<file path="src/rtl/fcnib_pkg.sv">
package fcnib_pkg;

   // Content of the word slot currently on the link
   typedef enum logic [1:0] {
      SLOT_DEAD = 2'd0,
      SLOT_IDLE = 2'd1,
      SLOT_DATA = 2'd2,
      SLOT_VPAR = 2'd3
   } slot_kind_e;

endpackage

</file>
<file path="src/rtl/fcnib_hpar.sv">
module fcnib_hpar #(
   parameter int W   = 4,
   parameter bit ODD = 1'b1
) (
   input  logic [W-1:0] data,
   output logic         par
);

   if (W < 1) begin : g_bad_w
      $error("fcnib_hpar: W must be at least 1");
   end

   if (ODD) begin : g_odd
      assign par = ~(^data);
   end else begin : g_even
      assign par = ^data;
   end

endmodule

</file>
<file path="src/rtl/fcnib_shifter.sv">
module fcnib_shifter #(
   parameter int WORD_W = 16,
   parameter int NIB_W  = 4,
   localparam int NIBS  = WORD_W / NIB_W,
   localparam int IDX_W = (NIBS > 1) ? $clog2(NIBS) : 1
) (
   input  logic              clk,
   input  logic              rst_n,
   input  logic              load,
   input  logic [WORD_W-1:0] word_in,
   output logic [NIB_W-1:0]  nib_out,
   output logic [IDX_W-1:0]  nib_idx,
   output logic              slot_end
);

   localparam logic [IDX_W-1:0] LAST_IDX = IDX_W'(NIBS - 1);

   logic [WORD_W-1:0] sh_q;
   logic [IDX_W-1:0]  idx_q;

   if (NIBS < 2) begin : g_bad_ratio
      $error("fcnib_shifter: a word must hold at least two nibbles");
   end
   if ((WORD_W % NIB_W) != 0) begin : g_bad_split
      $error("fcnib_shifter: WORD_W must be a multiple of NIB_W");
   end

   // Reset parks the counter on the last nibble so the first edge
   // after reset is a slot boundary.
   always_ff @(posedge clk) begin
      if (!rst_n) begin
         sh_q  <= '0;
         idx_q <= LAST_IDX;
      end else if (load) begin
         sh_q  <= word_in;
         idx_q <= '0;
      end else begin
         sh_q  <= sh_q << NIB_W;
         idx_q <= idx_q + 1'b1;
      end
   end

   assign nib_out  = sh_q[WORD_W-1 -: NIB_W];
   assign nib_idx  = idx_q;
   assign slot_end = (idx_q == LAST_IDX);


   shift_order_chk: assert property (@(posedge clk) disable iff (!rst_n)
      (!load && !slot_end) |=> (nib_out == $past(sh_q[WORD_W-NIB_W-1 -: NIB_W])));

endmodule

</file>
<file path="src/rtl/fcnib_vpar.sv">
module fcnib_vpar #(
   parameter int W   = 16,
   parameter int ROT = 1
) (
   input  logic         clk,
   input  logic         rst_n,
   input  logic         upd,
   input  logic         first,
   input  logic         dip,
   input  logic [W-1:0] word_in,
   output logic [W-1:0] acc_q
);

   logic [W-1:0] base;
   logic [W-1:0] mix;
   logic [W-1:0] rot;
   logic [W-1:0] acc_d;

   if (ROT < 1 || ROT >= W) begin : g_bad_rot
      $error("fcnib_vpar: ROT must lie in 1..W-1");
   end

   assign base = first ? '0 : acc_q;
   assign mix  = base ^ word_in;

   if (ROT >= 1 && ROT < W) begin : g_rot
      assign rot = {mix[W-1-ROT:0], mix[W-1 -: ROT]};
   end else begin : g_norot
      assign rot = mix;
   end

   assign acc_d = dip ? rot : mix;

   always_ff @(posedge clk) begin
      if (!rst_n) begin
         acc_q <= '0;
      end else if (upd) begin
         acc_q <= acc_d;
      end
   end


   xor_mode_chk: assert property (@(posedge clk) disable iff (!rst_n)
      (upd && first && !dip) |=> (acc_q == $past(word_in)));

endmodule

</file>
<file path="src/rtl/fcnib_tx.sv">
module fcnib_tx #(
   parameter int WORD_W   = 16,
   parameter int NIB_W    = 4,
   parameter int CRDY_BIT = 6,
   parameter int DRDY_BIT = 7,
   parameter bit HPAR_ODD = 1'b1,
   parameter int DIP_ROT  = 1
) (
   input  logic              clk,
   input  logic              rst_n,
   input  logic              cfg_dip16,
   input  logic              in_valid,
   output logic              in_ready,
   input  logic [WORD_W-1:0] in_data,
   input  logic              in_sof,
   input  logic              in_eof,
   input  logic              rx_bp,
   output logic [NIB_W-1:0]  tx_dat,
   output logic              tx_sof,
   output logic              tx_par
);
   import fcnib_pkg::*;

   localparam int NIBS  = WORD_W / NIB_W;
   localparam int IDX_W = (NIBS > 1) ? $clog2(NIBS) : 1;
   localparam logic [WORD_W-1:0] ONE      = WORD_W'(1);
   localparam logic [WORD_W-1:0] RDY_MASK = ~((ONE << CRDY_BIT) | (ONE << DRDY_BIT));

   if (CRDY_BIT >= WORD_W || DRDY_BIT >= WORD_W || CRDY_BIT == DRDY_BIT) begin : g_bad_rdy
      $error("fcnib_tx: ready flag positions must be distinct and inside the word");
   end

   slot_kind_e        kind_q, kind_d;
   logic              eof_q, eof_d;
   logic              gap_q, gap_d;
   logic              nidle_q, nidle_d;
   logic              sof_q, sof_d;

   logic [WORD_W-1:0] ld_word;
   logic [WORD_W-1:0] hdr_clean;
   logic [WORD_W-1:0] vp_acc;
   logic [WORD_W-1:0] vp_word;
   logic              vp_upd, vp_first;
   logic [IDX_W-1:0]  nib_idx;
   logic              slot_end;
   logic              need_more, at_bound, fire;

   // ---------------------------------------------------------------
   // Slot scheduling
   // ---------------------------------------------------------------
   assign need_more = ((kind_q == SLOT_DATA) && !eof_q) || gap_q;
   assign at_bound  = !need_more && ((kind_q == SLOT_DEAD) || (kind_q == SLOT_VPAR));
   assign in_ready  = slot_end && (need_more || (at_bound && in_sof && !rx_bp));
   assign fire      = in_ready && in_valid;
   assign hdr_clean = in_data & RDY_MASK;

   always_comb begin
      kind_d   = kind_q;
      eof_d    = eof_q;
      gap_d    = gap_q;
      nidle_d  = nidle_q;
      sof_d    = 1'b0;
      ld_word  = '0;
      vp_upd   = 1'b0;
      vp_first = 1'b0;
      vp_word  = '0;
      if (need_more) begin
         if (fire) begin
            ld_word = in_data;
            kind_d  = SLOT_DATA;
            eof_d   = in_eof;
            gap_d   = 1'b0;
            vp_upd  = 1'b1;
            vp_word = in_data;
         end else begin
            kind_d  = SLOT_DEAD;
            gap_d   = 1'b1;
         end
      end else if ((kind_q == SLOT_DATA) || (kind_q == SLOT_IDLE)) begin
         ld_word = vp_acc;
         kind_d  = SLOT_VPAR;
      end else if (fire) begin
         ld_word  = hdr_clean;
         kind_d   = SLOT_DATA;
         eof_d    = in_eof;
         sof_d    = 1'b1;
         vp_upd   = 1'b1;
         vp_first = 1'b1;
         vp_word  = hdr_clean;
         nidle_d  = 1'b1;
      end else if (nidle_q) begin
         kind_d   = SLOT_IDLE;
         eof_d    = 1'b1;
         sof_d    = 1'b1;
         vp_upd   = 1'b1;
         vp_first = 1'b1;
         nidle_d  = 1'b0;
      end else begin
         kind_d   = SLOT_DEAD;
         nidle_d  = 1'b1;
      end
   end

   always_ff @(posedge clk) begin
      if (!rst_n) begin
         kind_q  <= SLOT_DEAD;
         eof_q   <= 1'b1;
         gap_q   <= 1'b0;
         nidle_q <= 1'b1;
         sof_q   <= 1'b0;
      end else if (slot_end) begin
         kind_q  <= kind_d;
         eof_q   <= eof_d;
         gap_q   <= gap_d;
         nidle_q <= nidle_d;
         sof_q   <= sof_d;
      end
   end

   // ---------------------------------------------------------------
   // Datapath pieces
   // ---------------------------------------------------------------
   fcnib_shifter #(
      .WORD_W (WORD_W),
      .NIB_W  (NIB_W)
   ) u_shift (
      .clk      (clk),
      .rst_n    (rst_n),
      .load     (slot_end),
      .word_in  (ld_word),
      .nib_out  (tx_dat),
      .nib_idx  (nib_idx),
      .slot_end (slot_end)
   );

   fcnib_vpar #(
      .W   (WORD_W),
      .ROT (DIP_ROT)
   ) u_vpar (
      .clk     (clk),
      .rst_n   (rst_n),
      .upd     (slot_end && vp_upd),
      .first   (vp_first),
      .dip     (cfg_dip16),
      .word_in (vp_word),
      .acc_q   (vp_acc)
   );

   fcnib_hpar #(
      .W   (NIB_W),
      .ODD (HPAR_ODD)
   ) u_hpar (
      .data (tx_dat),
      .par  (tx_par)
   );

   assign tx_sof = sof_q && (nib_idx == '0);

   // ---------------------------------------------------------------
   // Checks
   // ---------------------------------------------------------------

   ready_slot_chk: assert property (@(posedge clk) disable iff (!rst_n)
      (in_valid && in_ready) |=> (nib_idx == '0));


   sof_single_chk: assert property (@(posedge clk) disable iff (!rst_n)
      tx_sof |=> !tx_sof);


   hdr_sof_chk: assert property (@(posedge clk) disable iff (!rst_n)
      (in_valid && in_ready && in_sof && !need_more) |=> tx_sof);


   hpar_odd_chk: assert property (@(posedge clk) disable iff (!rst_n)
      (^{tx_dat, tx_par}) == HPAR_ODD);


   bp_hold_chk: assert property (@(posedge clk) disable iff (!rst_n)
      (rx_bp && at_bound) |-> !in_ready);

endmodule

</file>
<file path="config.mk">
export PLATFORM = sky130hd
export DESIGN_NAME = fcnib_tx
export DESIGN_NICKNAME = d
export VERILOG_FILES = /design/src/rtl/fcnib_pkg.sv /design/src/rtl/fcnib_hpar.sv /design/src/rtl/fcnib_shifter.sv /design/src/rtl/fcnib_vpar.sv /design/src/rtl/fcnib_tx.sv
export SDC_FILE = /design/constraint.sdc
export NUM_CORES = 1
export LEC_CHECK = 0
export CAP_MARGIN = 20
export CORE_MARGIN = 2
export CORE_UTILIZATION = 28
export CTS_BUF_LIST = sky130_fd_sc_hd__clkbuf_4
export DETAILED_ROUTE_END_ITERATION = 7
export DONT_BUFFER_PORTS = 1
export HOLD_SLACK_MARGIN = 0.02
export SLEW_MARGIN = 5
export SYNTH_ARGS = -nofsm -noshare
export SYNTH_HDL_FRONTEND = slang
export SYNTH_HIERARCHICAL = 1
export SYNTH_SLANG_ARGS = --single-unit
export TNS_END_PERCENT = 5
</file>
<file path="constraint.sdc">
create_clock -name clk -period 3 [get_ports clk]
set_input_delay 0.15 -clock clk [delete_from_list [all_inputs] [get_ports clk]]
set_output_delay 0.15 -clock clk [all_outputs]
set_load 0.005 [all_outputs]
</file>
==> results.txt, run 1 <==
----------------------------------------------------
[Place]
  Final Wtd Congestion ... 0.812
  HPWL Detailed ... approximately 3.5 mm
  I/O Buffers ... 0
  Cell total after placement ... 317

[Timing]
  Tightest Pin Transition ... 383 ps
  RSZ-0062 raised after global routing ... false
  Period Utilization, post-route ... 0.825
  Number of setup violations in the final report ... 0
  Final setup TNS ... 0 ps
  Remaining max-slew budget at the tightest pin ... 0.744
  Hold slack ... approximately 66 ps
  Clock period minus worst slack ... between 2000 and 2500 ps
  Fmax ... 404 MHz
  Final max-slew violation count ... 0
  Number of hold violations in the final report ... 0
  Worst setup skew after layout ... 9.33 ps

[Logic synthesis]
  Number of distinct standard cells referenced by the synthesized netlist ... between 40 and 50
  Register area share after synthesis ... 0.336
  Net count of the mapped netlist ... about 250
  Mapped cell area ... ~0.0024 sq mm
  Number of enable flip-flop cells after synthesis ... 0
  Async SR Flop Fraction ... 0
  Synth Flop Type ... dfxtp_1
  Count of state elements after synthesis ... 40
  Yosys warnings ... 6
  Count of mapped cells out of synthesis ... between 200 and 250
  Synth Area per Inst ... ~11 sq um

[Power]
  Sequential cell fraction of total power ... 0.453
  Clock network fraction of design power ... 0.289
  Power Density ... approximately 490 mW/mm^2
  Maximum vdd drop ... roughly 0.00018 V
  Cell-internal power ... around 850 uW
  Net Sw Frac ... 0.316
  Switching pwr ... 391 uW
  Leakage power total ... around 0.00095 uW
  Relative contribution of combinational cells to total power ... 0.259

[Route]
  Final routed wire length divided by cell count ... 15.6 um
  Routed vias/inst ... 4.85
  Count of vias placed by the detailed router ... about 1600
  DRT Wirelength ... around 5 mm
  Remaining antenna violation count after routing ... 0
  Starting DRC count in detailed routing ... 50
  Total iterations of the first detailed-routing run ... 4
  Residual DRC ... 0

[Critical path]
  Critical path peak fanout ... 19
  Kind of end point of the critical path ... flop
  Launching element type of the critical path ... flop
  Reg2Reg Depth ... 9
  Arrival time of data at the critical path endpoint ... between 2000 and 3000 ps
  Class of the most critical setup path ... flop to flop
  Crit path required time ... roughly 3200 ps
  Register-to-Register Setup Slack ... approximately 520 ps

[Final layout]
  Number of antenna cells inserted ... 0
  Fin nets ... 246
  Number of non-filler instances in the completed layout ... ~330
  Layout overhead on the synthesized area ... 6.46%
  Final core utilization ... 0.309
  Fraction of layout instances using a drive strength above 1 ... 0.297

[Run status]
  Run status ... finished, final reports clean

[Clocking]
  Number of buffers inserted during clock tree synthesis ... 5
  Sink count of the clock tree ... 40
  Buffer depth of the longest clock path ... 2
  CTS-repair resized insts ... 0
  Clock transition at the register clock pins on the worst setup and hold paths after CTS ... 120 ps
  Clock latency of the later-clocked register in the worst-skew pair ... approximately 340 ps
  Number of levels the H-tree was split into ... 2
  Clk Tree Root Cell ... clkbuf_4
  CTS tree ... yes

[Global routing]
  First-pass GRT wire length ... between 8 and 9 mm
  Initial antenna violation count ... 0
  Total congestion overflow ... 0
  Largest net degree at the start of global routing ... 39
  Via count of the first global-routing pass ... between 1500 and 2000
  Gr usage total ... 0.120

[Floorplan]
  Core area ... 0.00822 sq mm
  Starting utilization of the core area ... 0.290
  Row count ... 33
  Horizontal extent of the die ... 96.2 um
  Top-level I/O count ... 30
  Area of the die ... 0.00926 sq mm
  Chip Height ... about 96 um

[Hold path]
  Number of cells traversed by the worst hold path ... 3
  Path category of the worst min-delay check ... input pin to flop

[Flow run]
  Number of max-capacitance violations reported ... 0

----------------------------------------------------
[per-stage QoR]
step           worst slack (ps)  cell area [sq um]  total power (uW)
6_report                    525               2530              1240
5_1_grt                     406               2530              1310
4_1_cts                     517               2530              1260
3_5_place_dp                548               2420               883
3_3_place_gp                598               2420               885
2_1_floorplan               827               2380               827
[power by group through the flow]
stage | Sequential [uW] | Combinational, uW | Clock (uW)
after global placement | 572 | 313 | 0
after detailed placement | 572 | 310 | 0
after floorplan | 569 | 259 | 0
after global routing | 564 | 348 | 398
after CTS | 561 | 324 | 373
final | 560 | 320 | 357
[critical path: stages, from the launching register on]
cell and delay (ps):
dfxtp_1 330, inv_1 50, ha_1 340, and3b_4 220, o31a_4 370, o21a_1 200
buf_4 240, and2b_4 290, xnor2_1 150, o221ai_1 160
[cells by family (layout without fill, tap and decap cells)]
| kind of cell | count (synthesis) | count (layout) | synth area share |
|---|---|---|---|
| adders and majority gates | 2 | 2 | 0.0105 |
| muxes | 13 | 13 | 0.0546 |
| and+or+nand+nor | 81 | 81 | 0.280 |
| DFF | 40 | 40 | 0.336 |
| buffers and inverters | 19 | 18 | 0.0573 |
| AOI/OAI and AO/OA | 49 | 49 | 0.160 |
| xor gates and xnor gates | 19 | 19 | 0.101 |
[cell usage after synthesis (3+ instances only)]
cell      number  area [sq um]
dfxtp_1       40           801
a21o_1        16           120
nand3b_1      16           120
o221ai_1      16           140
mux2i_1       13           130
nor2b_1       12          75.1
nor2b_4       10           138
xnor2_2       10           163
xnor2_1        9          78.8
and2_2         7          52.6
and2_4         7          61.3
a21oi_1        4          20.0
and2b_4        4          40.0
and3_2         4          30.0
buf_4          4          30.0
buf_6          4          45.0
clkbuf_1       4          15.0
o21ai_0        4          20.0
buf_2          3          15.0
inv_1          3          11.3
nor2_1         3          11.3
[what timing repair did]
item	4_1_cts	5_1_grt
buffers inserted	0	0
hold endpoints to repair	40	0
hold buffers	2	0
[registers in the layout, indices dropped and copies added, names as in the netlist]
| register | cells |
|---|---|
| gap_q | 1 |
| u_shift/nib_idx | 2 |
| kind_q | 2 |
| eof_q | 1 |
| sof_q | 1 |
| nidle_q | 1 |
| u_vpar/acc_q | 16 |
| u_shift/sh_q | 16 |
[path summary, 6_finish.rpt]
path	to	start
worst min register to register	u_shift/nib_idx[0]$_SDFF_PN1_	u_shift/nib_idx[0]$_SDFF_PN1_
worst max register to register	u_vpar/acc_q[1]$_SDFFE_PN0P_	kind_q[0]$_SDFFE_PN0P_
worst min-delay path	kind_q[0]$_SDFFE_PN0P_	in_valid
worst max-delay path	u_vpar/acc_q[1]$_SDFFE_PN0P_	kind_q[0]$_SDFFE_PN0P_
[placed cells by master (no fill, tap or decap), drive strengths merged, types with 4 or more instances in the layout]
cell,count
xnor2,19
and2b,6
buf,6
nor2b,23
clkbuf,5
and3,6
and2,15
o21ai,4
a21oi,4
nand3b,17
a21o,16
mux2i,13
o221ai,16
dfxtp,40
[routing by layer]
layer / track usage / wire length [um]
met2: 0.185 / 2350
met3: 0.0313 / 253
met1: 0.166 / 2460
met4: 0.0321 / 31
met5: 0 / 0
[layout make-up]
class | instances | area, sq um
Multi-Input combinational cell | 164 | 1440
Inverter | 3 | 11.3
Sequential cell | 40 | 801
Clock buffer | 5 | 37.5
Clock inverter | 3 | 42.5
Timing Repair Buffer | 7 | 67.6
Tap cell | 105 | 131
Fill cell | 853 | 5680
No activity file was read; power rests on OpenSTA's default activity.
==> run 2, diff against run 1 <==
clock period = 2 ns   (was 3 ns; I/O delays follow)
==> run 2 against run 1 <==
Against the previous run: the run now ends with negative setup slack left; utilization rose by 2.8 points; wire length is 6.5% higher; final area is 9.1% higher; via count is 4.0% higher; combinational power grew 98%; hold slack better by 36 ps; count of clock-buffer cells in the layout stayed put; sequential share of layout area fell by 2.6 points; worst setup slack worse by 540 ps; sequential power up 52%.
==> results.txt, run 2 (synthesized netlist as in run 1, its figures left out) <==
----------------------------------------------------
[Route]
  Met3 WL ... around 320 um
  Remaining antenna violation count after routing ... 0
  Routed vias/inst ... between 4 and 5
  Final routed wire length divided by cell count ... 16.0 um
  DRT Wirelength ... roughly 5.4 mm
  Uppermost routed layer ... met4
  Met1 WL ... roughly 2.6 mm
  Met2 wire len ... ~2.4 mm
  Residual DRC ... 0
  Count of vias placed by the detailed router ... around 1600
  Total iterations of the first detailed-routing run ... 4
  Starting DRC count in detailed routing ... 82

[Critical path]
  Class of the most critical setup path ... flop to flop
  Crit path required time ... 2260 ps
  Arrival time of data at the critical path endpoint ... 2270 ps
  Critical path peak fanout ... 9
  Kind of end point of the critical path ... flop
  Launching element type of the critical path ... flop

[Final layout]
  Largest registers ... u_shift/sh_q: 16 flops, u_vpar/acc_q: 16 flops
  Fin nets ... about 260
  Most frequent cells in the layout ... dfxtp_1, a21o_1, nand3b_1
  Most common cell after layout, fill and taps aside ... dfxtp_1
  Fraction of layout instances using a drive strength above 1 ... 0.366
  Layout overhead on the synthesized area ... 16.1%
  Number of antenna cells inserted ... 0
  Finished Cell Area ... 0.00277 sq mm
  Number of non-filler instances in the completed layout ... between 300 and 400

[Timing]
  Tightest Pin Transition ... about 760 ps
  Final max-slew violation count ... 0
  Final setup TNS ... -95.4 ps
  Clock period minus worst slack ... slightly above 2000 ps
  Fmax ... between 400 and 500 MHz
  Remaining max-slew budget at the tightest pin ... 0.492
  Period Utilization, post-route ... 1.01
  Worst setup skew after layout ... roughly 8.8 ps
  Number of setup violations in the final report ... 9
  RSZ-0062 raised after global routing ... true
  Worst Slack Setup Final ... -19.0 ps
  Hold slack ... between 100 and 150 ps
  Number of hold violations in the final report ... 0

[Power]
  Maximum vdd drop ... between 0.0003 and 0.0004 V
  Leakage power total ... 0.00104 uW
  Power Density ... roughly 730 mW/mm^2

[Clocking]
  Number of levels the H-tree was split into ... 2
  Clock transition at the register clock pins on the worst setup and hold paths after CTS ... approximately 120 ps
  Sink count of the clock tree ... 40
  Buffers inserted by post-CTS timing repair ... 0
  Clock latency of the later-clocked register in the worst-skew pair ... approximately 350 ps
  Buffer depth of the longest clock path ... 2
  Number of buffers inserted during clock tree synthesis ... 5
  Clk Tree Root Cell ... clkbuf_4
  CTS tree ... yes

[Floorplan]
  Row count ... 33
  Chip Height ... slightly below 100 um
  Starting utilization of the core area ... 0.290
  Horizontal extent of the die ... between 90 and 100 um
  Area of the die ... 0.00926 sq mm
  Core area ... approximately 0.0082 sq mm
  Top-level I/O count ... 30

[Global routing]
  Via count of the first global-routing pass ... approximately 1700
  First-pass GRT wire length ... ~9 mm
  Gr usage total ... 0.126
  Largest net degree at the start of global routing ... 39
  Initial antenna violation count ... 0
  Total congestion overflow ... 0

[Run status]
  Violations in the final reports ... negative setup slack
  Run status ... complete, but fails checks

[Place]
  Final Wtd Congestion ... about 0.77
  Post-place setup slack ... -147 ps
  Cell total after placement ... around 330
  I/O Buffers ... 0
  Total cell area at the placement stage ... roughly 0.0025 sq mm
  HPWL Detailed ... 3.59 mm

[Flow run]
  Number of max-capacitance violations reported ... 0

[Hold path]
  Path category of the worst min-delay check ... input pin to flop

----------------------------------------------------
## run 2: changes by cell type in the layout (fill, tap and decap cells not counted), sizes merged
| cell | before | now |
|---|---|---|
| dlygate4sd3 | 1 | 4 |
| o21a | 2 | 3 |
| buf | 6 | 15 |
| clkinvlp | 1 | 0 |
| clkinv | 1 | 2 |
## run 2: path summary, 6_finish.rpt
| path | cells past startpoint | slack (ps) | end | start |
|---|---|---|---|---|
| worst max-delay path | 8 | -20 | u_shift/sh_q[13]$_SDFF_PN0_ | kind_q[1]$_SDFFE_PN0P_ |
| worst max register to register | 8 | -20 | u_shift/sh_q[13]$_SDFF_PN0_ | kind_q[1]$_SDFFE_PN0P_ |
| worst min register to register | 2 | 490 | sof_q$_SDFFE_PN0P_ | sof_q$_SDFFE_PN0P_ |
| worst min-delay path | 2 | 100 | u_vpar/acc_q[3]$_SDFFE_PN0P_ | cfg_dip16 |
## run 2: where the power goes
group | leakage, uW | internal (uW) | switching (uW)
clock | 0.0000403 | 256 | 280
combinational | 0.000673 | 297 | 338
sequential | 0.000324 | 824 | 24.5
## run 2: cell type report
type                    count  area (sq um)
fillers                   827          5450
multi-input cells         165          1550
flip-flops and latches     40           802
repair buffers             19           194
well taps                 105           131
clock buffers               5          37.5
clock inverters             3          37.5
inverters                   3          11.3
## run 2: metal layers
layer,vias to the layer above,global-route usage
li1,821,-
met1,782,0.172
met2,38,0.192
met3,8,0.0337
met4,0,0.0429
met5,-,0
## run 2: metrics by stage
stage                     power, uW  utilization
after floorplan                1280            -
after global placement         1430        0.309
after detailed placement       1430        0.309
after CTS                      2020        0.330
after global routing           2120        0.337
final                          2020        0.337
## run 2: timing repair
| item | in CTS | in global routing |
|---|---|---|
| endpoints found under the setup margin | 32 | 23 |
| hold endpoints to repair | 40 | 0 |
| resized for setup | 6 | 10 |
| hold buffers | 5 | 0 |
| pin swaps | 5 | 11 |
| cloned | 1 | 0 |
## run 2: worst max-delay path, stage by stage (launching register included)
cell and delay (ps):
dfxtp_2 360, ha_4 260, and3b_4 180, o31a_4 310
buf_4 180, and2_2 220, a21o_1 150, mux2i_1 180
nor2b_1 70
==> run 3, diff against run 2 <==
ABC_AREA = 1   (was unset)
clock period = 1.81 ns   (was 2 ns; I/O delays follow)
==> run 3 against run 2 <==
Against the previous run: the run ends with negative hold slack, negative setup slack left; synthesized cell count grew 110%; sequential share of layout area down 3.5 points; area after synthesis increased by 16%; fmax increased by 5.2%; via count up 60%; global-route usage grew 0.19 points; die area rose by 16%; cell count up 77%; utilization decreased by 1.2 points; first-iteration DRC count up 89%; largest cell class unchanged.
==> results.txt, run 3 <==
----------------------------------------------------
[Run status]
  Run status ... complete, but fails checks
  Violations in the final reports ... negative hold slack, negative setup slack

[Floorplan]
  Area of the die ... about 0.011 sq mm
  Horizontal extent of the die ... approximately 100 um
  Core area ... between 0.009 and 0.01 sq mm
  Chip Height ... a little over 100 um
  Row count ... 36
  Starting utilization of the core area ... 0.286
  Top-level I/O count ... 30

[Global routing]
  Initial antenna violation count ... 0
  Total congestion overflow ... 0
  Via count of the first global-routing pass ... roughly 2400
  Gr usage total ... 0.128
  Largest net degree at the start of global routing ... 34
  First-pass GRT wire length ... approximately 11 mm

[Logic synthesis]
  Dominant cells by area after synthesis ... dfxtp_1, nand2_1, inv_1, nor2_1, nand3_1
  Count of state elements after synthesis ... 40
  Area fraction of the dominant cell type after synthesis ... 0.289
  Net count of the mapped netlist ... 486
  Register area share after synthesis ... 0.289
  Leading cell types by count after synthesis ... nand2_1, inv_1, nor2_1
  Number of enable flip-flop cells after synthesis ... 0
  Dominant cell type by area after synthesis ... dfxtp_1
  Mapped cell area ... around 0.0028 sq mm
  Count of mapped cells out of synthesis ... ~460
  Synth Area per Inst ... 6.01 sq um
  Most repeated cell in the gate-level netlist after synthesis ... nand2_1
  Number of distinct standard cells referenced by the synthesized netlist ... 22
  Yosys warnings ... 6
  Async SR Flop Fraction ... 0
  Synth Flop Type ... dfxtp_1

[Timing]
  Worst setup skew after layout ... 11.5 ps
  Period Utilization, post-route ... 1.06
  Final setup TNS ... -1150 ps
  Number of setup violations in the final report ... 16
  Clock period minus worst slack ... roughly 1900 ps
  Hold slack ... -79.3 ps
  RSZ-0062 raised after global routing ... true
  Remaining max-slew budget at the tightest pin ... 0.557
  Number of hold violations in the final report ... 16
  Tightest Pin Transition ... approximately 660 ps
  Fmax ... around 520 MHz
  Final max-slew violation count ... 0
  Worst Slack Setup Final ... -109 ps

[Final layout]
  Finished Cell Area ... between 0.003 and 0.004 sq mm
  Fin nets ... around 500
  Most common cell after layout, fill and taps aside ... nand2_1
  Final core utilization ... 0.325
  Largest registers ... u_shift/sh_q: 16 flops, u_vpar/acc_q: 16 flops
  Layout overhead on the synthesized area ... 13.6%
  Fraction of layout instances using a drive strength above 1 ... 0.162
  Final-layout fill cell count ... approximately 1100
  Most frequent cells in the layout ... nand2_1, inv_1, nor2_1

[Clocking]
  CTS tree ... yes
  Clk Tree Root Cell ... clkbuf_4
  Number of levels the H-tree was split into ... 2
  Number of buffers inserted during clock tree synthesis ... 5
  Buffer depth of the longest clock path ... 2
  Clock transition at the register clock pins on the worst setup and hold paths after CTS ... roughly 130 ps
  Number of hold-repair buffers added at the cts stage ... 4
  Sink count of the clock tree ... 40
  Clock latency of the later-clocked register in the worst-skew pair ... 350 ps

[Critical path]
  Reg2Reg Depth ... 19
  Launching element of the worst setup path ... kind_q[0]$_SDFFE_PN0P_
  Register-to-Register Setup Slack ... -110 ps
  Critical path peak fanout ... 6
  Crit path required time ... between 2000 and 2500 ps
  Arrival time of data at the critical path endpoint ... 2190 ps
  Most used cell, CP ... nand2_1
  Launching element type of the critical path ... flop
  Cells along the critical path ... inv_2, ha_4, nand2_4, nand2_4, nand2_4, nand2_2, nand2_2, nand2_2, nand2_1, nor2_1, inv_2, clkbuf_16, nand2_1, nand2_1, nand2_2, nand2_1, nand3_1, nand2_1, inv_1
  Critical register-to-register path endpoint ... u_vpar/acc_q[4]$_SDFFE_PN0P_
  Worst r2r src ... kind_q[0]$_SDFFE_PN0P_
  Cell type of the slowest stage on the worst timing path ... dfxtp_2
  Kind of end point of the critical path ... flop
  Class of the most critical setup path ... flop to flop
  Worst stage delay on the critical path ... roughly 350 ps

[Hold path]
  Path category of the worst min-delay check ... input pin to flop
  Number of cells traversed by the worst hold path ... 4
  Worst Min Path Start ... cfg_dip16
  WHS Endpoint ... u_vpar/acc_q[2]$_SDFFE_PN0P_

[Power]
  Sequential cell fraction of total power ... 0.371
  Clock network fraction of design power ... 0.152
  Relative contribution of combinational cells to total power ... 0.477
  Overall Power ... just over 3000 uW
  Switching pwr ... 1270 uW
  Maximum vdd drop ... between 0.0002 and 0.0003 V
  Power Density ... roughly 1000 mW/mm^2
  Cell-internal power ... between 1500 and 2000 uW
  Leakage power total ... between 0.001 and 0.0015 uW
  Net Sw Frac ... 0.409

[Flow run]
  Number of max-capacitance violations reported ... 0

[Route]
  Starting DRC count in detailed routing ... approximately 160
  Total iterations of the first detailed-routing run ... 4
  Remaining antenna violation count after routing ... 0
  Residual DRC ... 0
  Final routed wire length divided by cell count ... between 10 and 15 um
  Count of vias placed by the detailed router ... about 2600
  DRT Wirelength ... 6.75 mm
  Routed vias/inst ... around 4.4

[Place]
  Final Wtd Congestion ... between 0.8 and 0.9
  I/O Buffers ... 0
  Total cell area at the placement stage ... 0.00288 sq mm
  HPWL Detailed ... roughly 4.5 mm
  Post-place setup slack ... -106 ps

----------------------------------------------------
==> run 3: what timing repair did <==
item | in CTS | in global routing
resized for setup | 8 | 23
buffers inserted | 3 | 0
endpoints found under the hold margin | 40 | 16
pin swaps | 4 | 11
setup endpoints to repair | 16 | 29
cloned | 1 | 2
==> run 3: power by group through the flow <==
stage	Sequential [uW]	Clock [uW]	Combinational [uW]
after floorplan	1130	0	1050
after global routing	1180	527	1660
after detailed placement	1160	0	1210
after global placement	1160	0	1200
final	1150	472	1480
after CTS	1150	487	1340
==> run 3: layer usage <==
| metal | up-vias | part of all wire | global-route usage |
|---|---|---|---|
| li1 | 1369 | - | - |
| met2 | 46 | 0.51 | 0.236 |
| met5 | - | 0 | 0 |
| met1 | 1206 | 0.43 | 0.144 |
| met3 | 15 | 0.028 | 0.0202 |
| met4 | 0 | 0.030 | 0.0607 |
==> run 3: area by class of cell <==
| type | count | area, sq um | share of cell area |
|---|---|---|---|
| clock inverters | 1 | 5.00 | 0.00159 |
| repair buffers | 24 | 280 | 0.0891 |
| multi-input cells | 299 | 1470 | 0.468 |
| flip-flops and latches | 40 | 803 | 0.255 |
| clock buffers | 6 | 45.0 | 0.0143 |
| inverters | 99 | 372 | 0.118 |
| diodes | 1 | 2.50 | 0.000796 |
| well taps | 133 | 166 | 0.0529 |
==> run 3: kinds of logic after synthesis <==
family | share of synthesized area
AOI/OAI and AO/OA | 0.0709
buffers and inverters | 0.209
DFF | 0.289
adders and majority gates | 0.00904
and+or+nand+nor | 0.422
==> run 3: through the flow <==
| step | std cells | hold WS, ps |
|---|---|---|
| floorplan | 461 | 175 |
| global placement | 585 | 174 |
| detailed placement | 585 | 175 |
| CTS | 600 | -66.2 |
| global route | 602 | -69.0 |
| finish | 603 | -79.3 |
==> run 3: critical path: cells and delay by family (launching register included) <==
kind | cells | cell delay (ps)
flip-flops | 1 | 350
buffers and inverters | 4 | 480
adder cells (fa/ha/maj) | 1 | 160
AND/OR/NAND/NOR | 14 | 860
==> run 3: worst max path at each step <==
| stage | end |
|---|---|
| 2_1_floorplan | u_vpar/acc_q[12]$_SDFFE_PN0P_ |
| 3_5_place_dp | u_vpar/acc_q[6]$_SDFFE_PN0P_ |
| 6_report | u_vpar/acc_q[4]$_SDFFE_PN0P_ |
| 3_3_place_gp | u_vpar/acc_q[10]$_SDFFE_PN0P_ |
| 4_1_cts | u_vpar/acc_q[1]$_SDFFE_PN0P_ |
| 5_1_grt | u_vpar/acc_q[9]$_SDFFE_PN0P_ |
